File: config.mk
export PLATFORM = sky130hd
export DESIGN_NAME = stuck_code_fixer
export DESIGN_NICKNAME = d
export VERILOG_FILES = /design/src/rtl/sc_pkg.sv /design/src/rtl/sc_detect.sv /design/src/rtl/sc_repair_calc.sv /design/src/rtl/sc_chan_state.sv /design/src/rtl/stuck_code_fixer.sv
export SDC_FILE = /design/constraint.sdc
export NUM_CORES = 1
export LEC_CHECK = 0
export ABC_AREA = 0
export BUFFER_PORTS_ARGS = -buffer_cell sky130_fd_sc_hd__buf_2
export CORE_MARGIN = 3
export CORE_UTILIZATION = 51
export DETAILED_ROUTE_END_ITERATION = 8
export PLACE_DENSITY = 0.76
export SLEW_MARGIN = 20
export SYNTH_ARGS = -nofsm -noshare
export SYNTH_HDL_FRONTEND = slang
export SYNTH_SLANG_ARGS = --single-unit
File: constraint.sdc
create_clock -name clk -period 7.85 [get_ports clk]
set_input_delay 1.57 -clock clk [delete_from_list [all_inputs] [get_ports clk]]
set_output_delay 1.57 -clock clk [all_outputs]
set_load 0.05 [all_outputs]
File: src/rtl/sc_pkg.sv
package sc_pkg;
  // How the emitted code of a sample is formed
  typedef enum logic [1:0] {
    FIX_CLEAN = 2'd0,  // sample was clean: passed unchanged
    FIX_RAW   = 2'd1,  // damaged, no left neighbour: passed unchanged
    FIX_AVG   = 2'd2,  // damaged, target is mean of both neighbours
    FIX_HOLD  = 2'd3   // damaged, right neighbour damaged: hold left
  } fix_kind_e;
endpackage

File: src/rtl/sc_detect.sv
module sc_detect #(
  parameter int CODE_W = 12,
  parameter int LOW_W  = 6
) (
  input  logic [CODE_W-1:0] code,
  output logic              stuck
);
  logic [LOW_W-1:0] low;
  assign low   = code[LOW_W-1:0];
  assign stuck = (low == '0) || (low == '1);
endmodule

File: src/rtl/sc_repair_calc.sv
module sc_repair_calc
  import sc_pkg::*;
#(
  parameter int CODE_W = 12,
  parameter int LOW_W  = 6
) (
  input  logic              clk,
  input  logic              rst,
  input  logic              en,
  input  logic [CODE_W-1:0] s_code,
  input  logic              s_stuck,
  input  logic              p_valid,
  input  logic [CODE_W-1:0] p_code,
  input  logic [CODE_W-1:0] n_code,
  input  logic              n_stuck,
  output logic [CODE_W-1:0] f_code,
  output logic              f_repaired
);
  localparam int HI_W = CODE_W - LOW_W;
  localparam logic [LOW_W-1:0] LOW_NEAR_TOP = {{(LOW_W-1){1'b1}}, 1'b0};
  localparam logic [LOW_W-1:0] LOW_NEAR_BOT = {{(LOW_W-1){1'b0}}, 1'b1};

  fix_kind_e         kind;
  logic [CODE_W:0]   sum;
  logic [CODE_W-1:0] target;
  logic [HI_W-1:0]   t_hi, s_hi;
  logic [LOW_W-1:0]  new_low;

  always_comb begin
    if (!s_stuck)      kind = FIX_CLEAN;
    else if (!p_valid) kind = FIX_RAW;
    else if (n_stuck)  kind = FIX_HOLD;
    else               kind = FIX_AVG;
  end

  assign sum    = {1'b0, p_code} + {1'b0, n_code} + (CODE_W+1)'(1);
  assign target = (kind == FIX_HOLD) ? p_code : sum[CODE_W:1];
  assign t_hi   = target[CODE_W-1:LOW_W];
  assign s_hi   = s_code[CODE_W-1:LOW_W];

  always_comb begin
    if (t_hi == s_hi)     new_low = target[LOW_W-1:0];
    else if (t_hi > s_hi) new_low = LOW_NEAR_TOP;
    else                  new_low = LOW_NEAR_BOT;
  end

  always_comb begin
    f_repaired = (kind == FIX_AVG) || (kind == FIX_HOLD);
    f_code     = f_repaired ? {s_hi, new_low} : s_code;
  end

  // a repair never alters the coarse bits of the damaged sample
  assert_keep_upper_R4: assert property (@(posedge clk) disable iff (rst)
    (en && s_stuck) |-> (f_code[CODE_W-1:LOW_W] == s_code[CODE_W-1:LOW_W]));

  // without a left neighbour the sample leaves untouched
  assert_raw_pass_R6: assert property (@(posedge clk) disable iff (rst)
    (en && !p_valid) |-> (f_code == s_code && !f_repaired));
endmodule

File: src/rtl/sc_chan_state.sv
module sc_chan_state #(
  parameter int CH_N   = 16,
  parameter int CODE_W = 12,
  parameter int CNT_W  = 4,
  parameter int CH_W   = $clog2(CH_N)
) (
  input  logic              clk,
  input  logic              rst,
  input  logic [CH_W-1:0]   chan,
  output logic              pend_valid,
  output logic [CODE_W-1:0] pend_code,
  output logic              pend_stuck,
  output logic              prev_valid,
  output logic [CODE_W-1:0] prev_code,
  input  logic              wr_en,
  input  logic [CODE_W-1:0] wr_code,
  input  logic              wr_stuck,
  input  logic              upd_prev,
  input  logic              inc_cnt,
  input  logic [CH_W-1:0]   cnt_chan,
  output logic [CNT_W-1:0]  cnt_value
);
  localparam logic [CNT_W-1:0] CNT_MAX = '1;

  logic [CODE_W-1:0] pend_code_m [CH_N];
  logic [CODE_W-1:0] prev_code_m [CH_N];
  logic [CH_N-1:0]   pend_stuck_m;
  logic [CH_N-1:0]   pend_valid_m;
  logic [CH_N-1:0]   prev_valid_m;
  logic [CNT_W-1:0]  cnt_m [CH_N];

  assign pend_valid = pend_valid_m[chan];
  assign pend_code  = pend_code_m[chan];
  assign pend_stuck = pend_stuck_m[chan];
  assign prev_valid = prev_valid_m[chan];
  assign prev_code  = prev_code_m[chan];

  // Code storage: no reset, one write port, so it maps onto distributed RAM
  always_ff @(posedge clk) begin
    if (wr_en) begin
      pend_code_m[chan] <= wr_code;
      if (upd_prev) prev_code_m[chan] <= pend_code_m[chan];
    end
  end

  always_ff @(posedge clk) begin
    if (rst) begin
      pend_valid_m <= '0;
      prev_valid_m <= '0;
      pend_stuck_m <= '0;
    end else if (wr_en) begin
      pend_valid_m[chan] <= 1'b1;
      pend_stuck_m[chan] <= wr_stuck;
      if (upd_prev) prev_valid_m[chan] <= 1'b1;
    end
  end

  always_ff @(posedge clk) begin
    if (rst) begin
      for (int i = 0; i < CH_N; i++) cnt_m[i] <= '0;
      cnt_value <= '0;
    end else begin
      if (inc_cnt && cnt_m[chan] != CNT_MAX)
        cnt_m[chan] <= cnt_m[chan] + {{(CNT_W-1){1'b0}}, 1'b1};
      cnt_value <= cnt_m[cnt_chan];
    end
  end

  for (genvar g = 0; g < CH_N; g++) begin : g_chk
    // a full count stays full until reset
    assert_cnt_sat_R8: assert property (@(posedge clk) disable iff (rst)
      (cnt_m[g] == CNT_MAX) |=> (cnt_m[g] == CNT_MAX));
    // counts of channels other than the addressed one are untouched
    assert_cnt_isolated_R7: assert property (@(posedge clk) disable iff (rst)
      (chan != g[CH_W-1:0]) |=> $stable(cnt_m[g]));
  end
endmodule

File: src/rtl/stuck_code_fixer.sv
module stuck_code_fixer #(
  parameter int CH_N   = 16,
  parameter int CODE_W = 12,
  parameter int LOW_W  = 6,
  parameter int CNT_W  = 4,
  parameter int CH_W   = $clog2(CH_N)
) (
  input  logic              clk,
  input  logic              rst,
  input  logic              in_valid,
  output logic              in_ready,
  input  logic [CH_W-1:0]   in_chan,
  input  logic [CODE_W-1:0] in_code,
  output logic              out_valid,
  input  logic              out_ready,
  output logic [CH_W-1:0]   out_chan,
  output logic [CODE_W-1:0] out_code,
  output logic              out_flag,
  input  logic [CH_W-1:0]   cnt_chan,
  output logic [CNT_W-1:0]  cnt_value
);
  logic              accept, emit;
  logic              in_stuck;
  logic              pv, ps, qv;
  logic [CODE_W-1:0] pc, qc;
  logic [CODE_W-1:0] fix_code;
  logic              fix_rep;

  assign in_ready = !out_valid || out_ready;
  assign accept   = in_valid && in_ready;
  assign emit     = accept && pv;

  sc_detect #(.CODE_W(CODE_W), .LOW_W(LOW_W)) i_detect (
    .code (in_code),
    .stuck(in_stuck)
  );

  sc_chan_state #(.CH_N(CH_N), .CODE_W(CODE_W), .CNT_W(CNT_W), .CH_W(CH_W)) i_state (
    .clk       (clk),
    .rst       (rst),
    .chan      (in_chan),
    .pend_valid(pv),
    .pend_code (pc),
    .pend_stuck(ps),
    .prev_valid(qv),
    .prev_code (qc),
    .wr_en     (accept),
    .wr_code   (in_code),
    .wr_stuck  (in_stuck),
    .upd_prev  (pv && !ps),
    .inc_cnt   (emit && fix_rep),
    .cnt_chan  (cnt_chan),
    .cnt_value (cnt_value)
  );

  sc_repair_calc #(.CODE_W(CODE_W), .LOW_W(LOW_W)) i_calc (
    .clk       (clk),
    .rst       (rst),
    .en        (emit),
    .s_code    (pc),
    .s_stuck   (ps),
    .p_valid   (qv),
    .p_code    (qc),
    .n_code    (in_code),
    .n_stuck   (in_stuck),
    .f_code    (fix_code),
    .f_repaired(fix_rep)
  );

  always_ff @(posedge clk) begin
    if (rst) begin
      out_valid <= 1'b0;
      out_chan  <= '0;
      out_code  <= '0;
      out_flag  <= 1'b0;
    end else if (emit) begin
      out_valid <= 1'b1;
      out_chan  <= in_chan;
      out_code  <= fix_code;
      out_flag  <= ps;
    end else if (out_ready) begin
      out_valid <= 1'b0;
    end
  end

  // a stalled output holds its contents
  assert_hold_R9: assert property (@(posedge clk) disable iff (rst)
    (out_valid && !out_ready) |=> (out_valid && $stable(out_code) && $stable(out_chan) && $stable(out_flag)));

  // an unflagged output never carries the damage pattern
  assert_clean_flag_R2: assert property (@(posedge clk) disable iff (rst)
    (out_valid && !out_flag) |-> !(out_code[LOW_W-1:0] == '0 || out_code[LOW_W-1:0] == '1));
endmodule

==> impl_metrics.prom, run 1 <==
# TYPE chip_impl_metric gauge
chip_impl_info{name="run_status",value="finished, final reports clean"} 1
chip_impl_metric{name="synth.yosys.warnings",unit=""} 0
chip_impl_metric{name="floorplan.io_pins",unit=""} 47
chip_impl_metric{name="dr_total_vias",unit=""} 11700
chip_impl_metric{name="clock_latency",unit="ps"} 580
chip_impl_metric{name="peakVddDrop",unit="mV"} 0.208
chip_impl_metric{name="row_count",unit=""} 74
chip_impl_metric{name="total_iterations_of_the_first_detailed_routing_run",unit=""} 5
chip_impl_metric{name="post_synth_inst_count",unit=""} 1217
chip_impl_metric{name="worst_clock_skew",unit="ps"} 22.0
chip_impl_info{name="timing.hold.worst.start",value="i_state.pend_valid_m[2]$_SDFFE_PP0P_"} 1
chip_impl_metric{name="drt.antenna.violating_nets",unit=""} 0
chip_impl_metric{name="floorplan.die_area",unit="mm2"} 0.0450
chip_impl_metric{name="drt-wirelength-per-cell",unit="um"} 27.0
chip_impl_metric{name="minimum_clock_period",unit="ps"} 6910
chip_impl_metric{name="cts.sink_count",unit=""} 518
chip_impl_info{name="hold-path-endpoint",value="i_state.pend_valid_m[2]$_SDFFE_PP0P_"} 1
chip_impl_info{name="synthTopCellsByArea",value="edfxtp_1 62%, mux4_2 18%, dfxtp_1 6.5%"} 1
chip_impl_metric{name="die_width",unit="um"} 212
chip_impl_metric{name="post_cts.resized_instances",unit=""} 0
chip_impl_metric{name="final_layout_size_suffix_gt1_share",unit="%"} 25.9
chip_impl_metric{name="synth_fp_nets",unit=""} 1260
chip_impl_info{name="worstHoldPathType",value="register to register"} 1
chip_impl_metric{name="reg2regPathDepth",unit=""} 19
chip_impl_metric{name="design.final.nets",unit=""} 1324
chip_impl_info{name="ys.flop_type",value="edfxtp_1"} 1
chip_impl_info{name="tritoncts_clock_tree",value="yes"} 1
chip_impl_metric{name="postSynthRegisterBits",unit=""} 518
chip_impl_metric{name="insertedDiodeCount",unit=""} 0
chip_impl_metric{name="count_of_port_buffers_added_during_placement",unit=""} 46
chip_impl_metric{name="synth_sequential_area_ratio",unit="%"} 68.6
chip_impl_info{name="regToRegStartpoint",value="i_state.prev_code_m[12][1]$_DFFE_PP_"} 1
chip_impl_metric{name="final-setup-viol-count",unit=""} 0
chip_impl_metric{name="areaGrowthSynthToFinish",unit="%"} 11.0
chip_impl_metric{name="floorplan.die.height",unit="um"} 212
chip_impl_metric{name="groute.usage.overall",unit="%"} 22.8
chip_impl_metric{name="gpl.final_weighted_congestion",unit=""} 0.904
chip_impl_metric{name="synth.cell_area",unit="mm2"} 0.0217
chip_impl_info{name="critical_path_class",value="input port to register"} 1
chip_impl_metric{name="cts.clk_slew.worst_paths",unit="ps"} 70
chip_impl_metric{name="core_area",unit="mm2"} 0.0414
chip_impl_metric{name="detail_route.drc_violations",unit=""} 0
chip_impl_metric{name="rrSetupSlack",unit="ps"} 2110
chip_impl_metric{name="post-route-period-util",unit="%"} 88.0
chip_impl_metric{name="grt_pass1_vias",unit=""} 11800
chip_impl_metric{name="first_iter_violations",unit=""} 1573
chip_impl_metric{name="number_of_antenna_violations_at_the_first_check_in_global_routing",unit=""} 1
chip_impl_info{name="setup.worst_path.start_class",value="input port"} 1
chip_impl_metric{name="timing.setup.tns",unit="ps"} 0
chip_impl_metric{name="initial_core_util",unit="%"} 52.3
chip_impl_info{name="end_kind",value="register"} 1
chip_impl_metric{name="timing.critical_path.required",unit="ps"} 8290
chip_impl_metric{name="final_hold_violation_count",unit=""} 0
chip_impl_metric{name="leakagePower",unit="nW"} 7.92
chip_impl_metric{name="slew_viol_final",unit=""} 0
chip_impl_metric{name="cts-buffers-inserted",unit=""} 50
chip_impl_metric{name="maxSlewHeadroom",unit="%"} 32.2
chip_impl_metric{name="cts_max_path_buffers",unit=""} 3
chip_impl_info{name="root_buffer",value="clkbuf_16"} 1
chip_impl_info{name="synthMostInstantiatedCell",value="edfxtp_1"} 1
chip_impl_metric{name="max_freq",unit="MHz"} 145
chip_impl_metric{name="cp_data_arrival_time",unit="ps"} 7340
chip_impl_metric{name="synth_largest_type_area_fraction",unit="%"} 62.1
chip_impl_metric{name="drv.max_cap_violation_count",unit=""} 0
chip_impl_metric{name="ys_types",unit=""} 60
chip_impl_info{name="r2r-end",value="out_code[5]$_SDFFE_PP0P_"} 1
chip_impl_metric{name="synth_async_sr_flop_share",unit="%"} 0
chip_impl_metric{name="count_of_flip_flops_with_a_built_in_enable_after_synthesis",unit=""} 448
chip_impl_metric{name="timing.hold.ws",unit="ps"} 466
chip_impl_metric{name="timing.critical_path.fanout_max",unit=""} 38
chip_impl_metric{name="postCtsSetupRepairBufs",unit=""} 0
chip_impl_info{name="netlist_top_cells_count",value="448 x edfxtp_1, 210 x nor2_1, 171 x mux4_2"} 1
chip_impl_info{name="rsz0062_at_grt",value="false"} 1
chip_impl_metric{name="dp_hpwl",unit="um"} 29800
chip_impl_metric{name="tightestPinTransition",unit="ps"} 1020
chip_impl_metric{name="via_per_inst",unit=""} 6.30
chip_impl_metric{name="hold_buffers",unit=""} 0
chip_impl_metric{name="ratio_of_total_power_to_cell_area",unit="mW/mm2"} 242
chip_impl_metric{name="routed_wirelength",unit="um"} 49900
chip_impl_metric{name="post_synth.cell_area_avg",unit="um2"} 17.8
chip_impl_metric{name="holdPathStages",unit=""} 2
chip_impl_metric{name="grt_first_pass_wirelength",unit="um"} 75500
chip_impl_metric{name="htree_num_levels",unit=""} 2
chip_impl_info{name="synth.largest_area_cell",value="edfxtp_1"} 1
chip_impl_metric{name="leftover_overflow_at_the_end_of_global_routing",unit=""} 0
chip_impl_metric{name="grt_max_degree",unit=""} 92
## cell families after synthesis
logic type,count (synthesis),synth area share [%]
buf+inv,90,2.28
compound gates,76,2.60
fa+ha+maj,19,1.13
xor+xnor,9,0.364
simple gates,317,6.30
flops,518,68.6
mux,188,18.7
## cell usage in the layout (no fill, tap or decap), types with 8 or more instances in the layout
master,n
nand2b_1,10
mux4_2,171
clkbuf_16,50
clkinv_1,8
nand2_1,22
edfxtp_1,448
dfxtp_1,70
nor2b_1,11
a31o_1,9
a21o_1,9
inv_1,14
nor2_1,210
buf_4,42
nand3_1,10
clkbuf_1,10
clkinv_2,8
a21oi_1,12
buf_2,43
ha_1,18
mux2i_1,14
o21ai_0,8
nor3_1,37
## power breakdown
group	internal (mW)	switching, mW
clock network	1.32	0.997
registers	3.05	0.0141
logic	0.177	0.262
total	4.54	1.27
## how the worst max path moves through the flow
stage               start                        to  slack (ps)  depth (start not counted)
2_1_floorplan  in_chan[1]  out_code[5]$_SDFFE_PP0P_         870                         24
3_3_place_gp   in_chan[0]  out_code[5]$_SDFFE_PP0P_         490                         20
3_5_place_dp   in_chan[0]  out_code[5]$_SDFFE_PP0P_         370                         20
4_1_cts        in_chan[0]  out_code[5]$_SDFFE_PP0P_         980                         20
5_1_grt        in_chan[0]  out_code[5]$_SDFFE_PP0P_         590                         20
6_report       in_chan[0]  out_code[5]$_SDFFE_PP0P_         940                         20
## per-layer routing
| layer | GRT usage, % | part of all wire, % | up-vias |
|---|---|---|---|
| met5 | 0 | 0.022 | - |
| met4 | 7.62 | 3.0 | 2 |
| met3 | 4.23 | 8.1 | 102 |
| met2 | 37.0 | 50 | 569 |
| met1 | 31.8 | 39 | 6009 |
| li1 | - | - | 4975 |
## cell type report
class                           instances  area, um2
Fill cell                            2876      17300
Sequential cell                       518      14900
Multi-Input combinational cell        609       6330
Clock buffer                           61       1300
Tap cell                              532        666
Timing Repair Buffer                   88        576
Clock inverter                         29        272
Inverter                               14       52.6
## worst max-delay path, cell delays in order
cell       delay [ps]
clkbuf_8          390
mux4_2            570
mux4_2            550
fa_1              430
a21o_1            200
a21oi_1           220
o21bai_1          110
a2111oi_0         630
o31ai_1           200
o21a_1            220
or2_2             290
a21oi_1           150
ha_1              260
a21o_1            160
a21o_1            170
a221oi_1          470
o21ai_1           200
a221oi_1          290
o22a_1            190
nor2_1             30
## stage by stage
stage	cells	power [mW]	cell area, um2	utilization [%]	worst slack [ps]
floorplan	1217	3.43	21700	-	874
global placement	1761	3.54	22500	54.3	493
detailed placement	1761	3.56	22500	54.3	373
CTS	1851	5.85	24000	58.1	980
global route	1851	6.00	24000	58.1	590
finish	1851	5.81	24000	58.1	944
## sequential cells by signal (all words and copies together), names as in the netlist
signal,cells
i_state.pend_code_m,192
i_state.prev_code_m,192
i_state.cnt_m,64
i_state.pend_stuck_m,16
i_state.pend_valid_m,16
i_state.prev_valid_m,16
out_code,12
i_state.cnt_value,4
out_chan,4
out_flag,1
out_valid,1
(Power assumes the default switching activity.)
==> inputs of run 2 (changes only) <==
Settings changed: ABC_CLOCK_PERIOD_IN_PS set to 7850, GPL_TIMING_DRIVEN set to 0.
==> impl_metrics.prom, run 2 (synthesis results as in run 1) <==
# TYPE chip_impl_metric gauge
chip_impl_info{name="run_status",value="finished, final reports clean"} 1
chip_impl_metric{name="power_frac_clock",unit="%"} 40.1
chip_impl_metric{name="floorplan.io_pins",unit=""} 47
chip_impl_metric{name="timing.critical_path.fanout_max",unit=""} 10
chip_impl_metric{name="slew_viol_final",unit=""} 0
chip_impl_metric{name="power",unit="mW"} 5.90
chip_impl_metric{name="reg2regPathDepth",unit=""} 20
chip_impl_info{name="worstHoldPathType",value="register to register"} 1
chip_impl_metric{name="max_freq",unit="MHz"} 133
chip_impl_metric{name="maxSlewHeadroom",unit="%"} 36.5
chip_impl_metric{name="routed_wirelength",unit="um"} 53600
chip_impl_metric{name="minimum_clock_period",unit="ps"} 7500
chip_impl_metric{name="final-seq-area",unit="mm2"} 0.0149
chip_impl_metric{name="grt_pass1_vias",unit=""} 12300
chip_impl_metric{name="initial_core_util",unit="%"} 52.3
chip_impl_metric{name="ratio_of_total_power_to_cell_area",unit="mW/mm2"} 239
chip_impl_metric{name="use_met1",unit="%"} 33.8
chip_impl_metric{name="first_iter_violations",unit=""} 1515
chip_impl_metric{name="total_iterations_of_the_first_detailed_routing_run",unit=""} 6
chip_impl_metric{name="combinationalPowerShare",unit="%"} 8.0
chip_impl_info{name="tritoncts_clock_tree",value="yes"} 1
chip_impl_metric{name="drt.antenna.violating_nets",unit=""} 0
chip_impl_metric{name="switching_share",unit="%"} 22.2
chip_impl_metric{name="dp_hpwl",unit="um"} 36600
chip_impl_metric{name="global_route.usage.met3",unit="%"} 5.00
chip_impl_metric{name="htree_num_levels",unit=""} 2
chip_impl_metric{name="drv.max_cap_violation_count",unit=""} 0
chip_impl_metric{name="dr_total_vias",unit=""} 12300
chip_impl_metric{name="holdPathStages",unit=""} 2
chip_impl_metric{name="num-fill-cells",unit=""} 2831
chip_impl_metric{name="clock_latency",unit="ps"} 590
chip_impl_metric{name="internal_power",unit="mW"} 4.59
chip_impl_metric{name="power.net_switching",unit="mW"} 1.31
chip_impl_metric{name="fraction_of_met2_tracks_used_by_global_routing",unit="%"} 39.5
chip_impl_metric{name="post-route-period-util",unit="%"} 95.5
chip_impl_metric{name="design.final.nets",unit=""} 1382
chip_impl_metric{name="postCtsSetupRepairBufs",unit=""} 0
chip_impl_metric{name="floorplan.die_area",unit="mm2"} 0.0450
chip_impl_info{name="grt.busiest_layer",value="met2"} 1
chip_impl_metric{name="cts-buffers-inserted",unit=""} 49
chip_impl_info{name="mostFrequentLayoutCells",value="448 x edfxtp_1, 178 x nor2_1, 171 x mux4_2, 70 x dfxtp_1, 63 x buf_2"} 1
chip_impl_metric{name="die_width",unit="um"} 212
chip_impl_metric{name="groute.usage.overall",unit="%"} 24.3
chip_impl_info{name="setup.worst_path.start_class",value="input port"} 1
chip_impl_metric{name="hold_buffers",unit=""} 0
chip_impl_metric{name="cts_max_path_buffers",unit=""} 3
chip_impl_metric{name="row_count",unit=""} 74
chip_impl_metric{name="leftover_overflow_at_the_end_of_global_routing",unit=""} 0
chip_impl_metric{name="multi_input_combinational_cell_area",unit="mm2"} 0.00641
chip_impl_metric{name="number_of_antenna_violations_at_the_first_check_in_global_routing",unit=""} 1
chip_impl_metric{name="timing.setup.tns",unit="ps"} 0
chip_impl_metric{name="peakVddDrop",unit="mV"} 0.225
chip_impl_metric{name="count_of_port_buffers_added_during_placement",unit=""} 42
chip_impl_metric{name="final_layout_size_suffix_gt1_share",unit="%"} 28.8
chip_impl_metric{name="timing.critical_path.required",unit="ps"} 8280
chip_impl_metric{name="gpl.final_weighted_congestion",unit=""} 0.929
chip_impl_metric{name="floorplan.die.height",unit="um"} 212
chip_impl_metric{name="final_hold_violation_count",unit=""} 0
chip_impl_metric{name="insertedDiodeCount",unit=""} 0
chip_impl_metric{name="tightestPinTransition",unit="ps"} 953
chip_impl_metric{name="drt-wirelength-per-cell",unit="um"} 28.1
chip_impl_metric{name="leakagePower",unit="nW"} 8.13
chip_impl_metric{name="core_area",unit="mm2"} 0.0414
chip_impl_metric{name="areaGrowthSynthToFinish",unit="%"} 13.8
chip_impl_metric{name="cts.sink_count",unit=""} 518
chip_impl_metric{name="final-setup-viol-count",unit=""} 0
chip_impl_info{name="top_regs",value="i_state.pend_code_m: 192 flops, i_state.prev_code_m: 192 flops, i_state.cnt_m: 64 flops"} 1
chip_impl_metric{name="grt_max_degree",unit=""} 21
chip_impl_info{name="critical_path_class",value="input port to register"} 1
chip_impl_metric{name="grt_first_pass_wirelength",unit="um"} 79200
chip_impl_info{name="rsz0062_at_grt",value="false"} 1
chip_impl_info{name="layout_commonest_cell",value="edfxtp_1"} 1
chip_impl_metric{name="via_per_inst",unit=""} 6.43
chip_impl_info{name="root_buffer",value="clkbuf_16"} 1
chip_impl_info{name="end_kind",value="register"} 1
chip_impl_metric{name="worst_clock_skew",unit="ps"} 19.9
chip_impl_metric{name="cp_data_arrival_time",unit="ps"} 7930
chip_impl_metric{name="cts.clk_slew.worst_paths",unit="ps"} 70
chip_impl_metric{name="power.share.sequential",unit="%"} 51.9
chip_impl_metric{name="detail_route.drc_violations",unit=""} 0
==> run 2: cell types whose count changed in the layout (fill, tap and decap cells not counted), moves of 19 or more <==
cell	change
buf_4	-38
buf_2	+20
nor2_2	+31
clkbuf_1	+35
buf_8	+19
nor2_1	-32
==> run 2: stage by stage <==
stage | setup WS [ps] | util, % | instances | cell area [um2] | hold slack [ps]
3_5_place_dp | -737 | 55.6 | 1820 | 23000 | 455
3_3_place_gp | -704 | 54.4 | 1791 | 22500 | 441
4_1_cts | 11.1 | 59.5 | 1911 | 24600 | 470
2_1_floorplan | 874 | - | 1217 | 21700 | 432
6_report | 351 | 59.6 | 1911 | 24700 | 470
5_1_grt | 78.7 | 59.6 | 1911 | 24700 | 491
==> run 2: cell type report <==
cell class | instances | share of cell area [%]
flip-flops and latches | 518 | 60.3
multi-input cells | 609 | 26.0
clock buffers | 69 | 5.70
well taps | 532 | 2.70
repair buffers | 71 | 2.45
plain buffers | 76 | 1.81
clock inverters | 22 | 0.888
inverters | 14 | 0.213
==> run 2: path summary, 6_finish.rpt <==
path,slack (ps),startpoint,endpoint
max,350,in_chan[1],out_code[5]$_SDFFE_PP0P_
min,470,i_state.prev_valid_m[14]$_SDFFE_PP0P_,i_state.prev_valid_m[14]$_SDFFE_PP0P_
max reg2reg,2270,i_state.prev_code_m[1][0]$_DFFE_PP_,out_code[5]$_SDFFE_PP0P_
min reg2reg,470,i_state.prev_valid_m[14]$_SDFFE_PP0P_,i_state.prev_valid_m[14]$_SDFFE_PP0P_
==> run 2: worst max-delay path, cell delays in order <==
cell and delay [ps]:
buf_2 170, buf_4 270, buf_6 220, buf_6 200, buf_4 240, buf_2 350
clkbuf_1 600, mux4_2 440, mux4_2 560, ha_1 270, or3_1 380, o21ai_0 140
o31ai_1 140, o21a_1 190, or2_2 290, a21oi_1 180, ha_1 270, a21o_1 160
a21o_1 190, a221oi_2 400, o21ai_1 180, a221oi_1 260, o22a_1 180, nor2_1 40
==> run 2: power groups by stage <==
stage / Combinational, mW / Clock (mW) / Sequential [mW]
finish: 0.475 / 2.36 / 3.06
global placement: 0.447 / 0 / 3.12
CTS: 0.468 / 2.39 / 3.06
floorplan: 0.306 / 0 / 3.13
global route: 0.509 / 2.51 / 3.06
detailed placement: 0.464 / 0 / 3.12
==> run 2: repair_timing <==
| action | 4_1_cts | 5_1_grt |
|---|---|---|
| gates resized for setup | 2 | 5 |
| endpoints found under the setup margin | 4 | 5 |
| gates cloned | 0 | 0 |
==> run 2: layer usage <==
| metal | up-vias | wire (um) |
|---|---|---|
| li1 | 5089 | - |
| met1 | 6286 | 20000 |
| met2 | 756 | 26100 |
| met3 | 148 | 5670 |
| met4 | 2 | 1810 |
| met5 | - | 13 |
